**src/rtl/pdo_timer_pkg.sv**
```systemverilog
package pdo_timer_pkg;

    localparam int unsigned CTRL_W = 6;
    localparam logic [1:0] MODE_DIVOUT = 2'b10;

    typedef struct packed {
        logic       run;
        logic [2:0] clk_sel;
        logic [1:0] mode;
    } ctrl_t;

    function automatic int unsigned max4(input int unsigned a, input int unsigned b,
                                         input int unsigned c, input int unsigned d);
        int unsigned m;
        m = a;
        if (b > m) m = b;
        if (c > m) m = c;
        if (d > m) m = d;
        return m;
    endfunction

endpackage

```
**src/rtl/pdo_prescaler.sv**
```systemverilog
module pdo_prescaler
    import pdo_timer_pkg::*;
#(
    parameter int unsigned LOG2_SEL0 = 10,
    parameter int unsigned LOG2_SEL1 = 7,
    parameter int unsigned LOG2_SEL2 = 3,
    parameter int unsigned LOG2_SEL3 = 1
) (
    input  logic       clk,
    input  logic       rst_n,
    input  logic [2:0] clk_sel,
    output logic       tick
);

    localparam int unsigned LOG2_TAB [4] = '{LOG2_SEL0, LOG2_SEL1, LOG2_SEL2, LOG2_SEL3};
    localparam int unsigned PRE_W = max4(LOG2_SEL0, LOG2_SEL1, LOG2_SEL2, LOG2_SEL3);

    logic [PRE_W-1:0] pre_d, pre_q;
    logic [3:0]       tap;
    logic [1:0]       sel_idx;

    for (genvar i = 0; i < 4; i++) begin : g_tap
        assign tap[i] = &pre_q[LOG2_TAB[i]-1:0];
    end

    always_comb begin
        pre_d = pre_q + 1'b1;
        case (clk_sel)
            3'b000:  sel_idx = 2'd0;
            3'b001:  sel_idx = 2'd1;
            3'b010:  sel_idx = 2'd2;
            default: sel_idx = 2'd3;
        endcase
        tick = tap[sel_idx];
    end

    always_ff @(posedge clk or negedge rst_n) begin
        if (!rst_n) pre_q <= '0;
        else        pre_q <= pre_d;
    end


    tick_single_chk: assert property (@(posedge clk) disable iff (!rst_n)
        tick |=> !tick);

endmodule

```
**src/rtl/pdo_core.sv**
```systemverilog
module pdo_core #(
    parameter int unsigned CNT_W = 8
) (
    input  logic             clk,
    input  logic             rst_n,
    input  logic             active,
    input  logic             tick,
    input  logic             cmp_we,
    input  logic [CNT_W-1:0] cmp_wdata,
    output logic             match,
    output logic             flip
);

    typedef struct packed {
        logic [CNT_W-1:0] cnt;
        logic [CNT_W-1:0] cmp;
        logic             ff;
    } core_t;

    core_t            st_d, st_q;
    logic [CNT_W-1:0] cnt_inc;

    always_comb begin
        st_d    = st_q;
        match   = 1'b0;
        cnt_inc = st_q.cnt + 1'b1;
        if (cmp_we) st_d.cmp = cmp_wdata;
        if (!active) begin
            st_d.cnt = '0;
            st_d.ff  = 1'b0;
        end else if (tick) begin
            if (cnt_inc == st_q.cmp) begin
                match    = 1'b1;
                st_d.cnt = '0;
                st_d.ff  = ~st_q.ff;
            end else begin
                st_d.cnt = cnt_inc;
            end
        end
    end

    always_ff @(posedge clk or negedge rst_n) begin
        if (!rst_n) st_q <= '0;
        else        st_q <= st_d;
    end

    assign flip = st_q.ff;


    irq_pulse_chk: assert property (@(posedge clk) disable iff (!rst_n)
        match |=> !match);


    toggle_on_match_chk: assert property (@(posedge clk) disable iff (!rst_n)
        match |=> (st_q.ff != $past(st_q.ff)));


    stop_clears_chk: assert property (@(posedge clk) disable iff (!rst_n)
        !active |=> (st_q.ff == 1'b0 && st_q.cnt == '0));


    no_irq_stopped_chk: assert property (@(posedge clk) disable iff (!rst_n)
        !active |-> !match);


    hold_between_ticks_chk: assert property (@(posedge clk) disable iff (!rst_n)
        (active && !tick) |=> $stable(st_q.cnt));

endmodule

```
**src/rtl/pdo_timer.sv**
```systemverilog
module pdo_timer
    import pdo_timer_pkg::*;
#(
    parameter int unsigned CNT_W     = 8,
    parameter int unsigned LOG2_SEL0 = 10,
    parameter int unsigned LOG2_SEL1 = 7,
    parameter int unsigned LOG2_SEL2 = 3,
    parameter int unsigned LOG2_SEL3 = 1
) (
    input  logic              clk,
    input  logic              rst_n,
    input  logic              ctrl_we,
    input  logic [CTRL_W-1:0] ctrl_wdata,
    input  logic              cmp_we,
    input  logic [CNT_W-1:0]  cmp_wdata,
    input  logic              port_latch,
    output logic              irq,
    output logic              pdo_pin
);

    ctrl_t ctrl_d, ctrl_q;
    logic  active;
    logic  tick;
    logic  flip;

    always_comb begin
        ctrl_d = ctrl_q;
        if (ctrl_we) ctrl_d = ctrl_t'(ctrl_wdata);
        active = ctrl_q.run && (ctrl_q.mode == MODE_DIVOUT);
    end

    always_ff @(posedge clk or negedge rst_n) begin
        if (!rst_n) ctrl_q <= '0;
        else        ctrl_q <= ctrl_d;
    end

    pdo_prescaler #(
        .LOG2_SEL0 (LOG2_SEL0),
        .LOG2_SEL1 (LOG2_SEL1),
        .LOG2_SEL2 (LOG2_SEL2),
        .LOG2_SEL3 (LOG2_SEL3)
    ) u_pre (
        .clk     (clk),
        .rst_n   (rst_n),
        .clk_sel (ctrl_q.clk_sel),
        .tick    (tick)
    );

    pdo_core #(.CNT_W(CNT_W)) u_core (
        .clk       (clk),
        .rst_n     (rst_n),
        .active    (active),
        .tick      (tick),
        .cmp_we    (cmp_we),
        .cmp_wdata (cmp_wdata),
        .match     (irq),
        .flip      (flip)
    );

    assign pdo_pin = port_latch & ~flip;


    latch_gate_chk: assert property (@(posedge clk) disable iff (!rst_n)
        !port_latch |-> !pdo_pin);


    wrong_mode_chk: assert property (@(posedge clk) disable iff (!rst_n)
        (ctrl_q.mode != MODE_DIVOUT) |-> !irq);

endmodule

```
**config.mk**
```make
export PLATFORM = sky130hd
export DESIGN_NAME = pdo_timer
export DESIGN_NICKNAME = d
export VERILOG_FILES = /design/src/rtl/pdo_timer_pkg.sv /design/src/rtl/pdo_prescaler.sv /design/src/rtl/pdo_core.sv /design/src/rtl/pdo_timer.sv
export SDC_FILE = /design/constraint.sdc
export NUM_CORES = 1
export LEC_CHECK = 0
export ABC_AREA = 1
export CAP_MARGIN = 10
export CORE_MARGIN = 2
export CORE_UTILIZATION = 40
export CTS_BUF_LIST = sky130_fd_sc_hd__clkbuf_2
export DETAILED_ROUTE_END_ITERATION = 8
export DONT_BUFFER_PORTS = 1
export GPL_ROUTABILITY_DRIVEN = 0
export SLEW_MARGIN = 20
export SYNTH_ARGS = -nofsm -noshare
export SYNTH_HDL_FRONTEND = slang
export SYNTH_SLANG_ARGS = --single-unit
```
**constraint.sdc**
```tcl
create_clock -name clk -period 1.5 [get_ports clk]
set_input_delay 0.225 -clock clk [delete_from_list [all_inputs] [get_ports clk]]
set_output_delay 0.225 -clock clk [all_outputs]
set_load 0.03 [all_outputs]
```
# Word-level counts from Yosys, hierarchy flattened
# Index checks and enable logic that the tools add are counted.
# W data, S select, Z words.
[word_totals]
ram_bits = 0
elab_cells = 36
out_inout_bits = 2
rom_bits = 0
latch_bits = 0
regBits = 33
memories = 0
in_bits = 19
[op_classes]
reduce_logical = 6
bitwise = 2
n_eq_ne = 6
n_div = 0
shifts = 0
mux = 12
n_addsub = 2
n_lt_le_gt_ge = 1
multipliers = 0
[ops]
columns = ["cell", "n"]
rows = [
  ["$mux W8", 3],
  ["$add A10 B1 Y10 const B", 1],
  ["$reduce_and A10 Y1", 1],
  ["$add A8 B1 Y8 const B", 1],
  ["$eq A8 B8 Y1", 1],
  ["$mux W1", 7],
  ["$reduce_and A7 Y1", 1],
  ["$pmux W2 S3", 1],
  ["$ne A2 B2 Y1 const B", 2],
  ["$eq A3 B1 Y1 const B", 1],
  ["$eq A3 B2 Y1 const B", 1],
  ["$logic_not A3 Y1", 1],
  ["$lt A2 B3 Y1 const B", 1],
  ["$reduce_and A3 Y1", 1],
  ["$bmux W1 S2", 1],
  ["$eq A2 B2 Y1 const B", 1],
  ["$reduce_and A2 Y1", 1],
  ["$and A1 B1 Y1", 1],
  ["$logic_and A1 B1 Y1", 1],
  ["$not A1 Y1", 1],
]

# Depth between registers and ports, before layout
# Gate-level depths: netlist (run 1).
[logic_depth]
word_depth = 6
ltp_mapped = 14
ltp_nobuf = 14

# Hierarchy
# A second synthesis (run 1) with hierarchy kept.
[unflattened]
cells_unflattened = 241
hier_area_um2 = 1855.5
[by_module_without_submodules]
columns = ["mod", "area_per_inst_um2", "cells_each", "instances"]
rows = [
  ["pdo_core", 1104.8, 156, 1],
  ["pdo_prescaler", 514.2, 56, 1],
  ["pdo_timer", 236.5, 29, 1],
]

# Least setup slack after synthesis (run 1)
# OpenSTA, ideal clock, no wires.
[synth_path]
path_kind = "register to output"
startpoint = "reg u_core.st_q[10] (netlist name)"
endpoint = "out irq"
arrival_time_ns = 1.737
path_stages_with_launch = 12
t_required_ns = 1.275
slack_ns = -0.462
path_buffers = 0
path_cell_list = "dfrtp_1 > ha_1 > inv_1 > nand2_1 > nand2_1 > a21oi_1 > nand3_1 > nor2_1 > nand2_1 > nor2_2 > nand2_1 > nor2_1"
[synth_between]
elab_chain_cells = 5
[synth_rtl]
columns = ["element", "line", "text"]
rows = [
  ["from (decl)", "pdo_core.sv:20", "core_t st_d, st_q;"],
  ["from (signal assigned)", "pdo_core.sv:44", "else st_q <= st_d;"],
  ["$add A8 B1 Y8", "pdo_core.sv:26", "cnt_inc = st_q.cnt + 1'b1;"],
  ["$eq A8 B8 Y1", "pdo_core.sv:32", "if (cnt_inc == st_q.cmp) begin"],
  ["$mux W1", "pdo_core.sv:32", ""],
  ["$mux W1", "pdo_core.sv:31", "end else if (tick) begin"],
  ["$mux W1", "pdo_core.sv:28", "if (!active) begin"],
  ["to (decl)", "pdo_timer.sv:17", "output logic irq,"],
]
# No other way between the ends.

# Worst setup path in the final report (run 1)
[layout_path]
startpoint = "reg u_core.st_q[9] (netlist name)"
endpoint = "out irq"
# The elaborated chain is that of the path after synthesis.

==> impl_metrics.ini, run 1 <==
[floorplan]
coreArea_sq_um = 4320
start_util = 0.413
die_h_um = 70.8
rows = 24
die-area_sq_um = 5010
io-pin-count = 21
dieWidth_um = 70.8

[synth]
syn_area_sq_um = 1780
yosysUniqueCellTypes = 21
postSynthAreaPerCell_sq_um = 7.69
ys_warn_count = 0
synth_common_cells = nand2_1, dfrtp_1, inv_1, nand3_1, o21ai_0
synth_edf_count = 0
yosysTopAreaCellShare = 0.463
syn_inst = 232
ys_seq_elements = 33
ys_top_cells_by_area = dfrtp_1, nand2_1, inv_1
synth_largest_area_cell = dfrtp_1
synth_flop_cell = dfrtp_1
ys_seq_area_frac = 0.463
synthArstFlopShare = 1.00
synth_fp_nets = 254
yosysMostFrequentCell = nand2_1

[timing]
fmax_ghz = 0.430
slew_headroom = 0.612
period_minus_slack_ps = 2330
finalCritPeriodShare = 1.55
clock_skew_ps = 28.1
setup_tns_ps = -3320
worst_pin_slew_ps = 580
finalSetupViolCount = 10
rsz0062_at_grt = true
setup_slack_ps = -825
hold_viol_final = 0
drv_slew = 0

[detailed_routing]
routed_via_density = 4.78
vias = 1624
finalWirelength_mm = 3.98
post_drt_wl_per_cell_um = 11.7
route.antenna.remaining_nets = 0
firstDrtPassIters = 4
route.detailed.drc = 0
drt_iter0_markers = 56

[outcome]
violations = setup timing
status = complete, but fails checks

[cells_and_area]
multiInputGateArea_sq_um = 916
drive_gt1_frac = 0.281
fin_nets = 309
area_delta_synth_final_pct = 35.6
regArea_sq_um = 827
fillers = 406
diodes = 0

[placement]
numPortBuffers = 0
dp_hpwl_mm = 2.75

[clock_tree]
clock_sinks = 33
clock_latency_ps = 390
clkTransAtPathRegs_ps = 200
cts_buffer_depth = 2
cts-root-buf = clkbuf_2
cts_tree = yes
h-tree-depth = 2
cts-buffers-inserted = 5

[worst_setup_path]
crit_slowest_cell = dfrtp_1
cpLargestDelayFamily = simple AND/OR/NAND/NOR gates
cp_max_fo = 3
worstSetupEndpointType = output pin
cp_num_buf_inv = 1
cp_cell_sequence = ha_4 -> inv_2 -> nand2_1 -> nand2_1 -> a21oi_2 -> nand3_2 -> nor2_2 -> nand2_2 -> nor2_4 -> nand2_2 -> nor2_4
cp.arrival_ps = 2100
cp.required_ps = 1270
worstSetupPathType = register to output pin
crit_path_max_incr_delay_ps = 460
crit_path_start_kind = register

[pwr]
p_total_mw = 1.63
ir_drop_uv = 468
power.leakage_nw = 1.18
p_per_area_nw_per_um2 = 672

[job]
cap_viol_max_count = 0

[global_routing]
grt_max_degree = 34
grt_pass1_vias = 1638
grt_pass1_wl_mm = 6.90
grt.total_usage = 0.176
antenna_found_initial = 0
grt_overflow = 0

[min_path]
hp-class = input port to asynchronous set/reset pin
-- flip-flops by register name (all words and copies together), names as in the netlist --
| name | count |
|---|---|
| u_core.st_q | 16 |
| ctrl_q | 6 |
| u_pre.pre_q | 10 |
| u_core.flip | 1 |
-- what timing repair did --
action	in CTS	in global routing
hold endpoints to repair	47	0
setup buffers	1	3
hold buffers	18	0
endpoints found under the setup margin	10	10
pin swaps	4	15
gates resized for setup	4	19
-- area by class of cell --
cell class              instances  area share
clock inverters                 3     0.00724
well taps                      52      0.0269
multi-input cells             162       0.378
flip-flops and latches         33       0.342
clock buffers                   5      0.0103
repair buffers                 50       0.179
inverters                      35      0.0558
-- kinds of logic (layout without fill, tap and decap cells) --
| kind of cell | after synthesis | count (layout) | synth area share |
|---|---|---|---|
| muxes | 2 | 2 | 0.0126 |
| DFF | 33 | 33 | 0.463 |
| adders and majority gates | 3 | 3 | 0.0210 |
| and+or+nand+nor | 131 | 131 | 0.335 |
| AOI/OAI and AO/OA | 18 | 18 | 0.0519 |
| xor gates and xnor gates | 8 | 8 | 0.0393 |
| buffers and inverters | 37 | 93 | 0.0778 |
-- worst paths after layout --
kind / startpoint / end / slack (ps) / cells past startpoint
worst max register to register: u_core.st_q[9] / u_core.flip / -330 / 13
worst min-delay path: rst_n / u_core.st_q[5] / 240 / 2
max in group asynchronous: rst_n / u_pre.pre_q[6] / 1050 / 2
worst max-delay path: u_core.st_q[9] / irq / -830 / 11
worst min register to register: u_pre.pre_q[9] / u_pre.pre_q[9] / 500 / 1
min in group clk: cmp_wdata[4] / u_core.st_q[5] / 480 / 3
-- per-stage QoR --
stage	area (sq um)	utilization	worst slack [ps]	std cells	hold slack (ps)
6_report	2420	0.560	-825	340	241
5_1_grt	2420	0.560	-975	340	200
4_1_cts	2340	0.540	-769	337	237
3_5_place_dp	2080	0.481	-319	310	-69.8
3_3_place_gp	2080	0.481	-296	310	-69.7
2_1_floorplan	1810	-	-260	232	-70.6
-- report_power, final --
group | total [mW] | internal [mW] | switching [mW] | leakage, nW
Clock | 0.432 | 0.109 | 0.323 | 0.0287
Combinational | 0.250 | 0.113 | 0.137 | 0.730
Sequential | 0.944 | 0.925 | 0.0187 | 0.418
-- per-layer routing --
layer	share of wire	up-vias	track usage
li1	-	844	-
met1	0.46	751	0.205
met2	0.49	23	0.307
met3	0.041	6	0.0541
met4	0.014	0	0.0587
met5	0	-	0
-- worst reg2reg max path: cells and delay by family, from the launching register on --
family,cells,cell delay [ps]
simple gates,8,660
flops,1,460
fa+ha+maj,1,300
buf+inv,3,230
compound gates,1,120
-- placed cells by master (no fill, tap or decap), types with 3 or more instances in the layout --
cell type	netlist	layout
o21ai_0	14	12
nand2_1	71	64
nor2_2	6	5
nand3_1	24	21
clkbuf_2	0	5
clkinv_2	0	3
dlygate4sd3_1	0	17
nand2_2	6	12
nand4_1	6	6
xor2_1	6	6
nand3_2	2	4
nor2_4	2	7
inv_2	1	3
inv_1	33	30
nor2_1	12	8
buf_4	0	31
dfrtp_1	33	32
Note: power is estimated with default switching activity, not from simulation.
==> inputs of run 2 (changes only) <==
--- a/config.mk
+++ b/config.mk
@@ -7,6 +7,7 @@
 export LEC_CHECK = 0
 export ABC_AREA = 1
 export CAP_MARGIN = 10
+export CORE_ASPECT_RATIO = 1.4
 export CORE_MARGIN = 2
 export CORE_UTILIZATION = 40
 export CTS_BUF_LIST = sky130_fd_sc_hd__clkbuf_2
==> run 2 against run 1 <==
Net effect:
- the run still ends with setup timing left
- routed wire length rose by 5.7%
- clock power fell by 4.6%
- sequential power barely moved
- cell count rose by 3.5%
==> impl_metrics.ini, run 2 (synthesis gave the netlist of run 1 again) <==
[cells_and_area]
diodes = 0
fin_nets = 314
finish.utilization = 0.577
top_regs = u_core.st_q (16), u_pre.pre_q (10), ctrl_q (6)
largest_register_ffs = 16
drive_gt1_frac = 0.281
top_register = u_core.st_q
final_cell_mix = nand2_1, buf_4, dfrtp_1
fin_cells = 352
layout_commonest_cell = nand2_1
area_delta_synth_final_pct = 38.1

[clock_tree]
cts_buffer_depth = 2
cts-buffers-inserted = 5
cts-root-buf = clkbuf_2
clock_latency_ps = 370
clkTransAtPathRegs_ps = 170
clock_sinks = 33
h-tree-depth = 2
cts_tree = yes

[floorplan]
io-pin-count = 21
rows = 28
dieWidth_um = 60.4
coreArea_sq_um = 4270
die-area_sq_um = 5020
die_h_um = 83.0
start_util = 0.417

[placement]
dp_slack_ps = -361
numPortBuffers = 0
place_inst = 317
dp_hpwl_mm = 2.83

[detailed_routing]
post_drt_wl_per_cell_um = 12.0
finalWirelength_mm = 4.21
route.antenna.remaining_nets = 0
routed_via_density = 4.69
firstDrtPassIters = 4
route.detailed.drc = 0
drt_iter0_markers = 37
vias = 1651

[global_routing]
antenna_found_initial = 0
grt_pass1_wl_mm = 7.02
grt_max_degree = 34
grt_pass1_vias = 1636
grt_overflow = 0
grt.total_usage = 0.185

[timing]
finalCritPeriodShare = 1.53
finalSetupViolCount = 10
rsz0062_at_grt = true
holdWs_ps = 258
period_minus_slack_ps = 2300
drv_slew = 0
clock_skew_ps = 12.5
setup_tns_ps = -5520
worst_pin_slew_ps = 603
slew_headroom = 0.597
setup_slack_ps = -802
hold_viol_final = 0
fmax_ghz = 0.434

[pwr]
ir_drop_uv = 402
p_per_area_nw_per_um2 = 657
power.leakage_nw = 1.20

[worst_setup_path]
worstSetupEndpointType = output pin
cp.arrival_ps = 2080
crit_path_start_kind = register
worstSetupPathType = register to output pin
cp_max_fo = 3
cp.required_ps = 1270

[outcome]
status = complete, but fails checks
violations = setup timing

[min_path]
hp-class = input port to asynchronous set/reset pin

[job]
cap_viol_max_count = 0
[run 2: changes by cell type in the layout (fill, tap and decap cells not counted), moves of 2 or more]
cell / previous run / this run
buf_6: 1 / 4
buf_4: 31 / 33
clkinv_2: 3 / 1
nand2_1: 64 / 66
nand2_2: 12 / 10
nand3_2: 4 / 2
[run 2: path summary, 6_finish.rpt]
check	cells after the start	to	slack (ps)	startpoint
max in group asynchronous	2	u_core.st_q[2]	1050	rst_n
worst max register to register	14	u_core.st_q[14]	-550	u_core.st_q[10]
worst min-delay path	2	u_core.st_q[11]	260	rst_n
worst min register to register	1	u_pre.pre_q[9]	500	u_pre.pre_q[9]
min in group clk	1	u_pre.pre_q[9]	500	u_pre.pre_q[9]
worst max-delay path	11	irq	-800	u_core.st_q[10]
[run 2: what timing repair did]
action | CTS | global route
setup buffers | 24 | 2
setup endpoints to repair | 10 | 11
pin swaps | 8 | 17
endpoints found under the hold margin | 47 | 0
resized for setup | 7 | 15
hold buffers | 18 | 0
[run 2: layout make-up]
class	count	area (sq um)
timing repair buffer	55	483
clock inverter	1	3.75
tap	60	75.1
inverter	35	133
clock buffer	6	30.0
sequential	33	827
fill	389	1810
multi-input combinational	162	913
[run 2: report_power, final]
group | switching, mW | total, mW | internal, mW | leakage, nW
logic | 0.137 | 0.263 | 0.126 | 0.752
registers | 0.0191 | 0.944 | 0.925 | 0.418
clock network | 0.303 | 0.412 | 0.109 | 0.0265
[run 2: routing by layer]
layer  part of all wire  routed length, um  track usage  up-vias
met4              0.019                 82       0.0711        0
met1               0.41               1740        0.215      763
li1                   -                  -            -      847
met2               0.53               2250        0.315       31
met5                  0                  0            0        -
met3              0.032                134       0.0483       10
[run 2: stage by stage]
stage / power [mW] / cell area (sq um)
2_1_floorplan: 1.07 / 1810
3_3_place_gp: 1.12 / 2080
3_5_place_dp: 1.12 / 2080
4_1_cts: 1.62 / 2390
5_1_grt: 1.71 / 2460
6_report: 1.62 / 2460
[run 2: critical path: stages, from the launching register on]
cell and delay [ps]:
dfrtp_1 450, ha_4 290, inv_2 30, nand2_1 40, nand2_1 60, a21oi_2 110
nand3_2 110, nor2_2 130, nand2_2 70, nor2_4 110, nand2_2 90, nor2_4 220
==> inputs of run 3 (changes only) <==
--- a/config.mk
+++ b/config.mk
@@ -7,13 +7,16 @@
 export LEC_CHECK = 0
 export ABC_AREA = 1
 export CAP_MARGIN = 10
+export CELL_PAD_IN_SITES_DETAIL_PLACEMENT = 0
+export CELL_PAD_IN_SITES_GLOBAL_PLACEMENT = 2
 export CORE_ASPECT_RATIO = 1.4
 export CORE_MARGIN = 2
-export CORE_UTILIZATION = 40
+export CORE_UTILIZATION = 34
 export CTS_BUF_LIST = sky130_fd_sc_hd__clkbuf_2
 export DETAILED_ROUTE_END_ITERATION = 8
 export DONT_BUFFER_PORTS = 1
 export GPL_ROUTABILITY_DRIVEN = 0
+export PLACE_DENSITY_LB_ADDON = 0.1
 export SLEW_MARGIN = 20
 export SYNTH_ARGS = -nofsm -noshare
 export SYNTH_HDL_FRONTEND = slang
==> run 3 against run 2 <==
Net effect:
- maximum frequency up 0.91%
- routed wire length is 5.5% higher
- hold slack worse by 3.1 ps
- register-to-register slack got worse by 200 ps
- sequential share of layout area shrank 0.42 points
- non-clock buffer count grew 1
- the run still ends with setup timing left
- flip-flop and latch count stayed put
- critical endpoint unchanged
- combinational power grew 3%
- power rose by 13%
- core utilization fell by 8.9 points
==> impl_metrics.ini, run 3 (synthesis gave the netlist of run 1 again) <==
[timing]
period_minus_slack_ps = 2280
fmax_ghz = 0.438
clock_skew_ps = 21.6
hold_viol_final = 0
setup_slack_ps = -781
finalSetupViolCount = 10
holdWs_ps = 255
drv_slew = 0
rsz0062_at_grt = true
worst_pin_slew_ps = 598
finalCritPeriodShare = 1.52
slew_headroom = 0.600

[detailed_routing]
drt_iter0_markers = 46
finalWirelength_mm = 4.44
routed_via_density = 4.61
firstDrtPassIters = 4
post_drt_wl_per_cell_um = 12.3
vias = 1658
route.detailed.drc = 0
route.antenna.remaining_nets = 0

[worst_setup_path]
worstSetupPathType = register to output pin
worstSetupEndpointType = output pin
reg2reg_depth = 15
crit_slowest_cell = dfrtp_1
cp_max_fo = 3
cp.required_ps = 1270
cp_cell_sequence = ha_4 -> inv_2 -> nand2_1 -> nand2_1 -> a21oi_2 -> nand3_2 -> nor2_2 -> nand2_1 -> nor2_2 -> nand2_2 -> nor2_4
crit_path_start_kind = register
cp.arrival_ps = 2060
crit_path_max_incr_delay_ps = 460
path_common_cell = nand2_1

[floorplan]
die-area_sq_um = 5850
start_util = 0.348
dieWidth_um = 65.2
die_h_um = 89.7
coreArea_sq_um = 5120
rows = 31
io-pin-count = 21

[clock_tree]
cts-buffers-inserted = 5
clock_sinks = 33
clock_latency_ps = 390
clkTransAtPathRegs_ps = 200
cts_tree = yes
h-tree-depth = 2
cts-root-buf = clkbuf_2
cts_buffer_depth = 2

[global_routing]
antenna_found_initial = 0
grt_pass1_vias = 1795
grt_pass1_wl_mm = 7.94
grt_overflow = 0
grt_max_degree = 34
grt.total_usage = 0.175

[cells_and_area]
top_regs = u_core.st_q (16), u_pre.pre_q (10), ctrl_q (6)
fin_area_sq_um = 2500
drive_gt1_frac = 0.282
fin_nets = 315
top_register = u_core.st_q
largest_register_ffs = 16
area_delta_synth_final_pct = 39.9
layout_commonest_cell = nand2_1
finish.utilization = 0.488
fin_cells = 360
final_cell_mix = nand2_1, buf_4, dfrtp_1
diodes = 0

[placement]
dp_hpwl_mm = 3.13
numPortBuffers = 0
place_inst = 326
place_area_sq_um = 2110

[pwr]
ir_drop_uv = 430
p_total_mw = 1.83
p_per_area_nw_per_um2 = 733
power.leakage_nw = 1.21

[job]
cap_viol_max_count = 0

[min_path]
hp-class = input port to asynchronous set/reset pin

[outcome]
violations = setup timing
status = complete, but fails checks
run 3: repair_timing:
| item | 4_1_cts | 5_1_grt |
|---|---|---|
| setup endpoints to repair | 10 | 12 |
| pin swaps | 2 | 5 |
| hold buffers | 18 | 0 |
| gates resized for setup | 11 | 6 |
| setup buffers | 4 | 5 |
| endpoints found under the hold margin | 47 | 0 |
run 3: layout make-up:
class	count	area, sq um
Tap cell	66	82.6
Inverter	35	133
Multi-Input combinational cell	162	908
Clock inverter	3	41.3
Clock buffer	5	25.0
Fill cell	539	2620
Sequential cell	33	827
Timing Repair Buffer	56	479
run 3: per-layer routing:
metal	track usage	routed length, um
met1	0.197	1750
met2	0.312	2410
met3	0.0325	179
met4	0.0747	100
met5	0	0
run 3: final timing paths:
kind,endpoint,from,slack [ps]
min in group clk,u_core.st_q[7],cmp_wdata[6],480
worst max register to register,u_core.st_q[12],u_core.st_q[9],-750
worst min-delay path,u_core.st_q[13],rst_n,260
max in group asynchronous,u_pre.pre_q[7],rst_n,1050
worst max-delay path,irq,u_core.st_q[9],-780
worst min register to register,u_pre.pre_q[9],u_pre.pre_q[9],500
run 3: report_power, final:
group	switching (mW)	total, mW	leakage, nW	internal, mW
registers	0.0184	0.943	0.418	0.925
logic	0.141	0.271	0.754	0.130
clock network	0.340	0.616	0.0366	0.276
run 3: critical path, delay by kind of cell (launching register included):
kind	cells	cell delay (ps)
compound gates	1	120
fa+ha+maj	1	290
buf+inv	1	30
flops	1	460
simple gates	8	770
run 3: through the flow:
stage,setup slack (ps),TNS [ps]
floorplan,-260,-302
global placement,-357,-3150
detailed placement,-377,-3270
CTS,-794,-6330
global route,-956,-8100
finish,-781,-6690
